===== config.mk =====
export PLATFORM = sky130hd
export DESIGN_NAME = vscatter_seq
export DESIGN_NICKNAME = d
export VERILOG_FILES = /design/src/rtl/vsc_pkg.sv /design/src/rtl/vsc_first_set.sv /design/src/rtl/vsc_elem_path.sv /design/src/rtl/vscatter_seq.sv
export SDC_FILE = /design/constraint.sdc
export NUM_CORES = 2
export LEC_CHECK = 0
export BUFFER_PORTS_ARGS = -buffer_cell sky130_fd_sc_hd__buf_2
export CAP_MARGIN = 20
export CORE_AREA = 10 10 494 496
export DETAILED_ROUTE_END_ITERATION = 8
export DIE_AREA = 0 0 504 506
export GPL_TIMING_DRIVEN = 1
export PLACE_DENSITY = 0.55
export SYNTH_ARGS = -nofsm -noshare
export SYNTH_HDL_FRONTEND = slang
export SYNTH_SLANG_ARGS = --single-unit

===== constraint.sdc =====
create_clock -name clk_i -period 8.8 [get_ports clk_i]
set_input_delay 1.76 -clock clk_i [delete_from_list [all_inputs] [get_ports clk_i]]
set_output_delay 1.76 -clock clk_i [all_outputs]
set_load 0.02 [all_outputs]

===== src/rtl/vsc_pkg.sv =====
package vsc_pkg;
  typedef enum logic [1:0] {ST_IDLE, ST_SCAN, ST_ISSUE, ST_WAIT} vsc_st_e;

  localparam logic [1:0] VLEN_BAD = 2'd3;
  localparam logic [7:0] BE_W32 = 8'h0F;
  localparam logic [7:0] BE_W64 = 8'hFF;
endpackage


===== src/rtl/vsc_first_set.sv =====
module vsc_first_set #(
  parameter int N  = 16,
  parameter int PW = $clog2(N)
) (
  input  logic [N-1:0]  vec_i,
  output logic          found_o,
  output logic [PW-1:0] pos_o
);
  always_comb begin
    found_o = 1'b0;
    pos_o   = '0;
    for (int i = N - 1; i >= 0; i--) begin
      if (vec_i[i]) begin
        found_o = 1'b1;
        pos_o   = PW'(i);
      end
    end
  end
endmodule


===== src/rtl/vsc_elem_path.sv =====
module vsc_elem_path
  import vsc_pkg::*;
#(
  parameter int MAX_KL = 16,
  parameter int AW     = 40,
  parameter int IW     = $clog2(MAX_KL)
) (
  input  logic [IW-1:0]        elem_i,
  input  logic                 idx64_i,
  input  logic                 elem64_i,
  input  logic [1:0]           scale_i,
  input  logic [63:0]          base_i,
  input  logic [31:0]          disp_i,
  input  logic [MAX_KL*32-1:0] index_i,
  input  logic [MAX_KL*32-1:0] data_i,
  output logic [AW-1:0]        addr_o,
  output logic [63:0]          data_o,
  output logic [7:0]           be_o
);
  logic [31:0] idx_w [MAX_KL];
  logic [31:0] dat_w [MAX_KL];

  for (genvar g = 0; g < MAX_KL; g++) begin : g_lane
    assign idx_w[g] = index_i[g*32 +: 32];
    assign dat_w[g] = data_i[g*32 +: 32];
  end

  logic [IW-1:0] lo_sel, hi_sel;
  logic [63:0]   ix, full;

  assign lo_sel = {elem_i[IW-2:0], 1'b0};
  assign hi_sel = {elem_i[IW-2:0], 1'b1};

  always_comb begin
    if (idx64_i) ix = {idx_w[hi_sel], idx_w[lo_sel]};
    else         ix = {{32{idx_w[elem_i][31]}}, idx_w[elem_i]};
    full = base_i + (ix << scale_i) + {{32{disp_i[31]}}, disp_i};
  end

  assign addr_o = full[AW-1:0];
  assign data_o = elem64_i ? {dat_w[hi_sel], dat_w[lo_sel]} : {32'h0, dat_w[elem_i]};
  assign be_o   = elem64_i ? BE_W64 : BE_W32;
endmodule


===== src/rtl/vscatter_seq.sv =====
module vscatter_seq
  import vsc_pkg::*;
#(
  parameter int MAX_KL = 16,
  parameter int AW     = 40
) (
  input  logic                       clk_i,
  input  logic                       rst_ni,
  input  logic                       start_i,
  input  logic                       idx64_i,
  input  logic                       elem64_i,
  input  logic [1:0]                 vlen_i,
  input  logic [1:0]                 scale_i,
  input  logic                       kreg_zero_i,
  input  logic                       zeroing_i,
  input  logic [63:0]                base_i,
  input  logic [31:0]                disp_i,
  input  logic [MAX_KL*32-1:0]       index_i,
  input  logic [MAX_KL*32-1:0]       data_i,
  input  logic [MAX_KL-1:0]          mask_i,
  output logic                       wr_valid_o,
  input  logic                       wr_ready_i,
  output logic [AW-1:0]              wr_addr_o,
  output logic [63:0]                wr_data_o,
  output logic [7:0]                 wr_be_o,
  input  logic                       rsp_valid_i,
  input  logic                       rsp_fault_i,
  output logic                       busy_o,
  output logic                       done_o,
  output logic                       fault_o,
  output logic [$clog2(MAX_KL)-1:0]  fault_elem_o,
  output logic                       illegal_o,
  output logic [MAX_KL-1:0]          mask_o
);
  localparam int VEC_W = MAX_KL * 32;
  localparam int IW    = $clog2(MAX_KL);
  localparam int KW    = IW + 1;

  vsc_st_e            st_q;
  logic [IW-1:0]      elem_q, felem_q, next_pos;
  logic [MAX_KL-1:0]  mask_q, kl_mask, live;
  logic [KW-1:0]      kl_q, kl_new;
  logic [63:0]        base_q;
  logic [31:0]        disp_q;
  logic [1:0]         scale_q;
  logic               idx64_q, elem64_q, any_live;
  logic [VEC_W-1:0]   index_q, data_q;
  logic               done_q, fault_q, illegal_q, bad_cmd;

  // narrow index and element both 32 bits -> full lane count, else half
  always_comb begin
    kl_new = (!idx64_i && !elem64_i) ? KW'(MAX_KL) : KW'(MAX_KL / 2);
    kl_new = kl_new >> (2'd2 - vlen_i);
  end

  assign bad_cmd = kreg_zero_i | zeroing_i | (vlen_i == VLEN_BAD);

  for (genvar g = 0; g < MAX_KL; g++) begin : g_klm
    assign kl_mask[g] = (kl_q > KW'(g));
  end

  assign live = mask_q & kl_mask;

  vsc_first_set #(.N(MAX_KL)) i_first (
    .vec_i   (live),
    .found_o (any_live),
    .pos_o   (next_pos)
  );

  vsc_elem_path #(.MAX_KL(MAX_KL), .AW(AW)) i_path (
    .elem_i   (elem_q),
    .idx64_i  (idx64_q),
    .elem64_i (elem64_q),
    .scale_i  (scale_q),
    .base_i   (base_q),
    .disp_i   (disp_q),
    .index_i  (index_q),
    .data_i   (data_q),
    .addr_o   (wr_addr_o),
    .data_o   (wr_data_o),
    .be_o     (wr_be_o)
  );

  always_ff @(posedge clk_i or negedge rst_ni) begin
    if (!rst_ni) begin
      st_q      <= ST_IDLE;
      elem_q    <= '0;
      felem_q   <= '0;
      mask_q    <= '0;
      kl_q      <= '0;
      base_q    <= '0;
      disp_q    <= '0;
      scale_q   <= '0;
      idx64_q   <= 1'b0;
      elem64_q  <= 1'b0;
      index_q   <= '0;
      data_q    <= '0;
      done_q    <= 1'b0;
      fault_q   <= 1'b0;
      illegal_q <= 1'b0;
    end else begin
      done_q    <= 1'b0;
      fault_q   <= 1'b0;
      illegal_q <= 1'b0;
      unique case (st_q)
        ST_IDLE: if (start_i) begin
          mask_q <= mask_i;
          if (bad_cmd) begin
            illegal_q <= 1'b1;
          end else begin
            kl_q     <= kl_new;
            base_q   <= base_i;
            disp_q   <= disp_i;
            scale_q  <= scale_i;
            idx64_q  <= idx64_i;
            elem64_q <= elem64_i;
            index_q  <= index_i;
            data_q   <= data_i;
            st_q     <= ST_SCAN;
          end
        end
        ST_SCAN: begin
          if (any_live) begin
            elem_q <= next_pos;
            st_q   <= ST_ISSUE;
          end else begin
            mask_q <= mask_q & kl_mask;  // drops bits at KL and above
            done_q <= 1'b1;
            st_q   <= ST_IDLE;
          end
        end
        ST_ISSUE: if (wr_ready_i) st_q <= ST_WAIT;
        ST_WAIT: if (rsp_valid_i) begin
          if (rsp_fault_i) begin
            fault_q <= 1'b1;
            felem_q <= elem_q;
            st_q    <= ST_IDLE;
          end else begin
            mask_q[elem_q] <= 1'b0;
            st_q           <= ST_SCAN;
          end
        end
        default: st_q <= ST_IDLE;
      endcase
    end
  end

  assign wr_valid_o   = (st_q == ST_ISSUE);
  assign busy_o       = (st_q != ST_IDLE);
  assign done_o       = done_q;
  assign fault_o      = fault_q;
  assign fault_elem_o = felem_q;
  assign illegal_o    = illegal_q;
  assign mask_o       = mask_q;
endmodule


==> results_dict.tcl <==
set metrics [dict create \
    power_density_nw_per_um2 533.3 \
    worst_pin_slew_ns 1.123 \
    grt_pass1_wl_mm 356.9 \
    fin_area_um2 76020 \
    crit_type "flop to output port" \
    synthTopCellsByArea "dfrtp_1 47%, mux2_2 21%, mux4_2 20%" \
    ys_seq_elements 1134 \
    slew_violations 0 \
    ctsHtreeMaxLevel 4 \
    pwr-share-comb 0.600 \
    status "finished clean" \
    clk_latency_ns 0.80 \
    numCtsBuffers 141 \
    chipHeight_um 506 \
    intPower_uw 22180 \
    drt_iter0_drc 2891 \
    die_width_um 504 \
    grt_pass1_vias 44320 \
    cp.arrival_ns 6.71 \
    fp-row-count 178 \
    hp-class "flop to flop" \
    syn_area_per_cell_um2 15.26 \
    start_kind "flop" \
    area_growth_pct 24.97 \
    critPathCaptureType "output port" \
    ys_async_sr_fraction 1.000 \
    pwr-share-clk 0.146 \
    vias_per_cell 4.929 \
    clock_path_buffers 3 \
    synth_top_area_frac 0.4665 \
    dp_hpwl_mm 208.1 \
    io_buffers 1258 \
    synth_ff_type "dfrtp_1" \
    critPathRequiredTime_ns 7.04 \
    drcViolationCount 0 \
    ant_nets 0 \
    cts_sinks 1134 \
    die_area_um2 255000 \
    cts_root_buf "clkbuf_16" \
    max_cap_violations 0 \
    overflow 0 \
    start_util 0.2599 \
    critical_path.max_fanout 20 \
    fin_skew_ns 0.05947 \
    yosysWarningCount 0 \
    drive_gt1_frac 0.6222 \
    fin_ws_ns 0.3300 \
    place_ws_ns -0.02490 \
    core_um2 234100 \
    fmax_mhz 118.1 \
    yosysTopAreaCell "dfrtp_1" \
    setup_viol 0 \
    via_count 42270 \
    cts_tree "done" \
    ir_drop_mv 1.234 \
    track_usage 0.1951 \
    wl_per_cell_um 30.15 \
    num-nets-final 6440 \
    syn_inst 3987 \
    period_share 0.9625 \
    synth_edf_count 0 \
    sw_frac_of_total 0.4529 \
    leakage_uw 0.03277 \
    seq_area_frac_synth 0.4665 \
    hold_viol 0 \
    post-route-min-period_ns 8.470 \
    ioPinCount 1287 \
    power.sequential.fraction 0.254 \
    routabilityCongestion 0.9147 \
    relSlewSlack 0.2513 \
    first_pass_iters 8 \
    synth_area_um2 60840 \
    totalWireLength_mm 258.6 \
    yosysUniqueCellTypes 71 \
    place_area_um2 70770 \
    clkTransAtPathRegs_ns 0.06 \
    antenna_found_initial 221 \
    grt_max_degree 160 \
    p_sw_uw 18360 \
]
## power by group through the flow
stage | logic [µW] | clock network [µW] | registers [µW]
floorplan | 15800 | 0 | 9080
global placement | 24200 | 0 | 10300
detailed placement | 24400 | 0 | 10500
CTS | 24600 | 6090 | 10300
global route | 26000 | 6290 | 10600
finish | 24300 | 5910 | 10300
## metrics by stage
stage	utilization	hold WS [ns]	power [µW]	instances	TNS (ns)
floorplan	-	0.4739	24900	3990	0
detailed placement	0.3023	0.4672	34830	8200	-0.02490
CTS	0.3229	0.4816	41040	8457	0
global placement	0.3023	0.4619	34560	8200	0
global route	0.3243	0.5086	42900	8526	-0.002044
finish	0.3248	0.4850	40550	8576	0
## worst max-delay path, stage by stage, from the launching register on
cell and delay (ns):
dfrtp_4 0.44, buf_12 0.15, buf_4 0.13, buf_6 0.25, mux4_2 0.54, mux4_2 0.46, o21ai_0 0.60, mux2_2 0.33
mux2i_1 0.17, fa_1 0.44, ha_1 0.44, a21o_1 0.22, a21o_1 0.17, a21oi_1 0.12, o21ai_0 0.16, a22oi_2 0.22
o31ai_4 0.14, a221oi_1 0.34, xnor2_1 0.22, buf_4 0.18, buf_12 0.13
## cell families (layout without fill, tap and decap cells)
| kind of cell | Yosys count | count (layout) | synth area share |
|---|---|---|---|
| simple gates | 300 | 300 | 0.02308 |
| other cells | 1 | 112 | 0.00006164 |
| compound gates | 300 | 300 | 0.03064 |
| buf+inv | 345 | 1673 | 0.02676 |
| flops | 1134 | 1134 | 0.4665 |
| xor+xnor | 36 | 36 | 0.005183 |
| mux | 1790 | 1790 | 0.4262 |
| fa+ha+maj | 81 | 81 | 0.02160 |
## layout make-up
class	count	area, µm²
Clock inverter	53	674.4
Clock buffer	199	4056
Fill cell	23260	158000
Multi-Input combinational cell	2511	30880
Antenna cell	108	270.3
Inverter	28	110.1
Sequential cell	1134	28400
Timing Repair Buffer	1393	7689
Tap cell	3150	3941
## metal layers
metal / vias up / track usage / part of all wire
li1: 17920 / - / -
met1: 21980 / 0.2266 / 0.38
met2: 1727 / 0.3461 / 0.51
met3: 517 / 0.05871 / 0.075
met4: 130 / 0.05755 / 0.034
met5: - / 0 / 0.0033
## cell usage after synthesis, types with 7 or more instances
cell type	count
dfrtp_1	1134
mux2_2	1134
mux4_2	527
buf_2	161
mux2i_1	129
nand2_1	115
clkbuf_1	99
o21ai_0	88
a21oi_1	86
nor2_1	65
ha_1	41
fa_1	40
nor2b_1	35
buf_4	27
inv_1	27
buf_1	26
a21o_1	24
nand3_1	24
xnor2_1	22
o21ai_1	17
o211ai_1	16
xor2_1	14
nand4_1	12
a31oi_1	9
and2_1	9
and3_1	8
nand2b_1	8
or3_1	7
## layout by cell type, fill, tap and decap left out, types with 6 or more instances in the layout
cell	instances
a21o_1	24
a21oi_1	86
a31oi_1	9
and2_1	9
and3_1	8
buf_12	26
buf_2	1255
buf_4	106
clkbuf_1	27
clkbuf_16	141
clkbuf_8	31
clkinv_16	8
clkinv_2	22
clkinvlp_4	6
dfrtp_1	1127
diode_2	108
fa_1	40
ha_1	41
inv_1	27
inv_6	7
mux2_2	1134
mux2i_1	129
mux4_2	527
nand2_1	114
nand2b_1	8
nand3_1	24
nand4_1	12
nor2_1	65
nor2b_1	35
nor3_1	6
o211ai_1	16
o21ai_0	73
o21ai_1	28
o21bai_1	6
or3_1	7
xnor2_1	22
xor2_1	14
## repair_timing
item | CTS | global route
hold buffers | 0 | 0
cloned | 0 | 0
setup endpoints to repair | 13 | 7
buffers inserted | 5 | 11
gates resized for setup | 8 | 12
pin swaps | 0 | 2
## worst paths after layout
kind | start | endpoint | slack, ns | cells after the start
worst max-delay path | elem_q[0] | wr_addr_o[37] | 0.33 | 20
worst min-delay path | fault_elem_o[3] | fault_elem_o[3] | 0.49 | 2
worst max register to register | flop | index_q[59] | 5.31 | 7
worst min register to register | fault_elem_o[3] | fault_elem_o[3] | 0.49 | 2
max in group asynchronous | rst_ni | elem_q[0] | 5.83 | 3
min in group asynchronous | rst_ni | data_q[234] | 1.01 | 1
## sequential cells by signal (all words and copies together), names as in the netlist, 4 cells and up, named ones only
register,count
disp_q,32
data_q,512
kl_q,5
elem_q,4
index_q,512
mask_o,16
base_q,40
fault_elem_o,4
No activity file was read; power rests on OpenSTA's default activity.
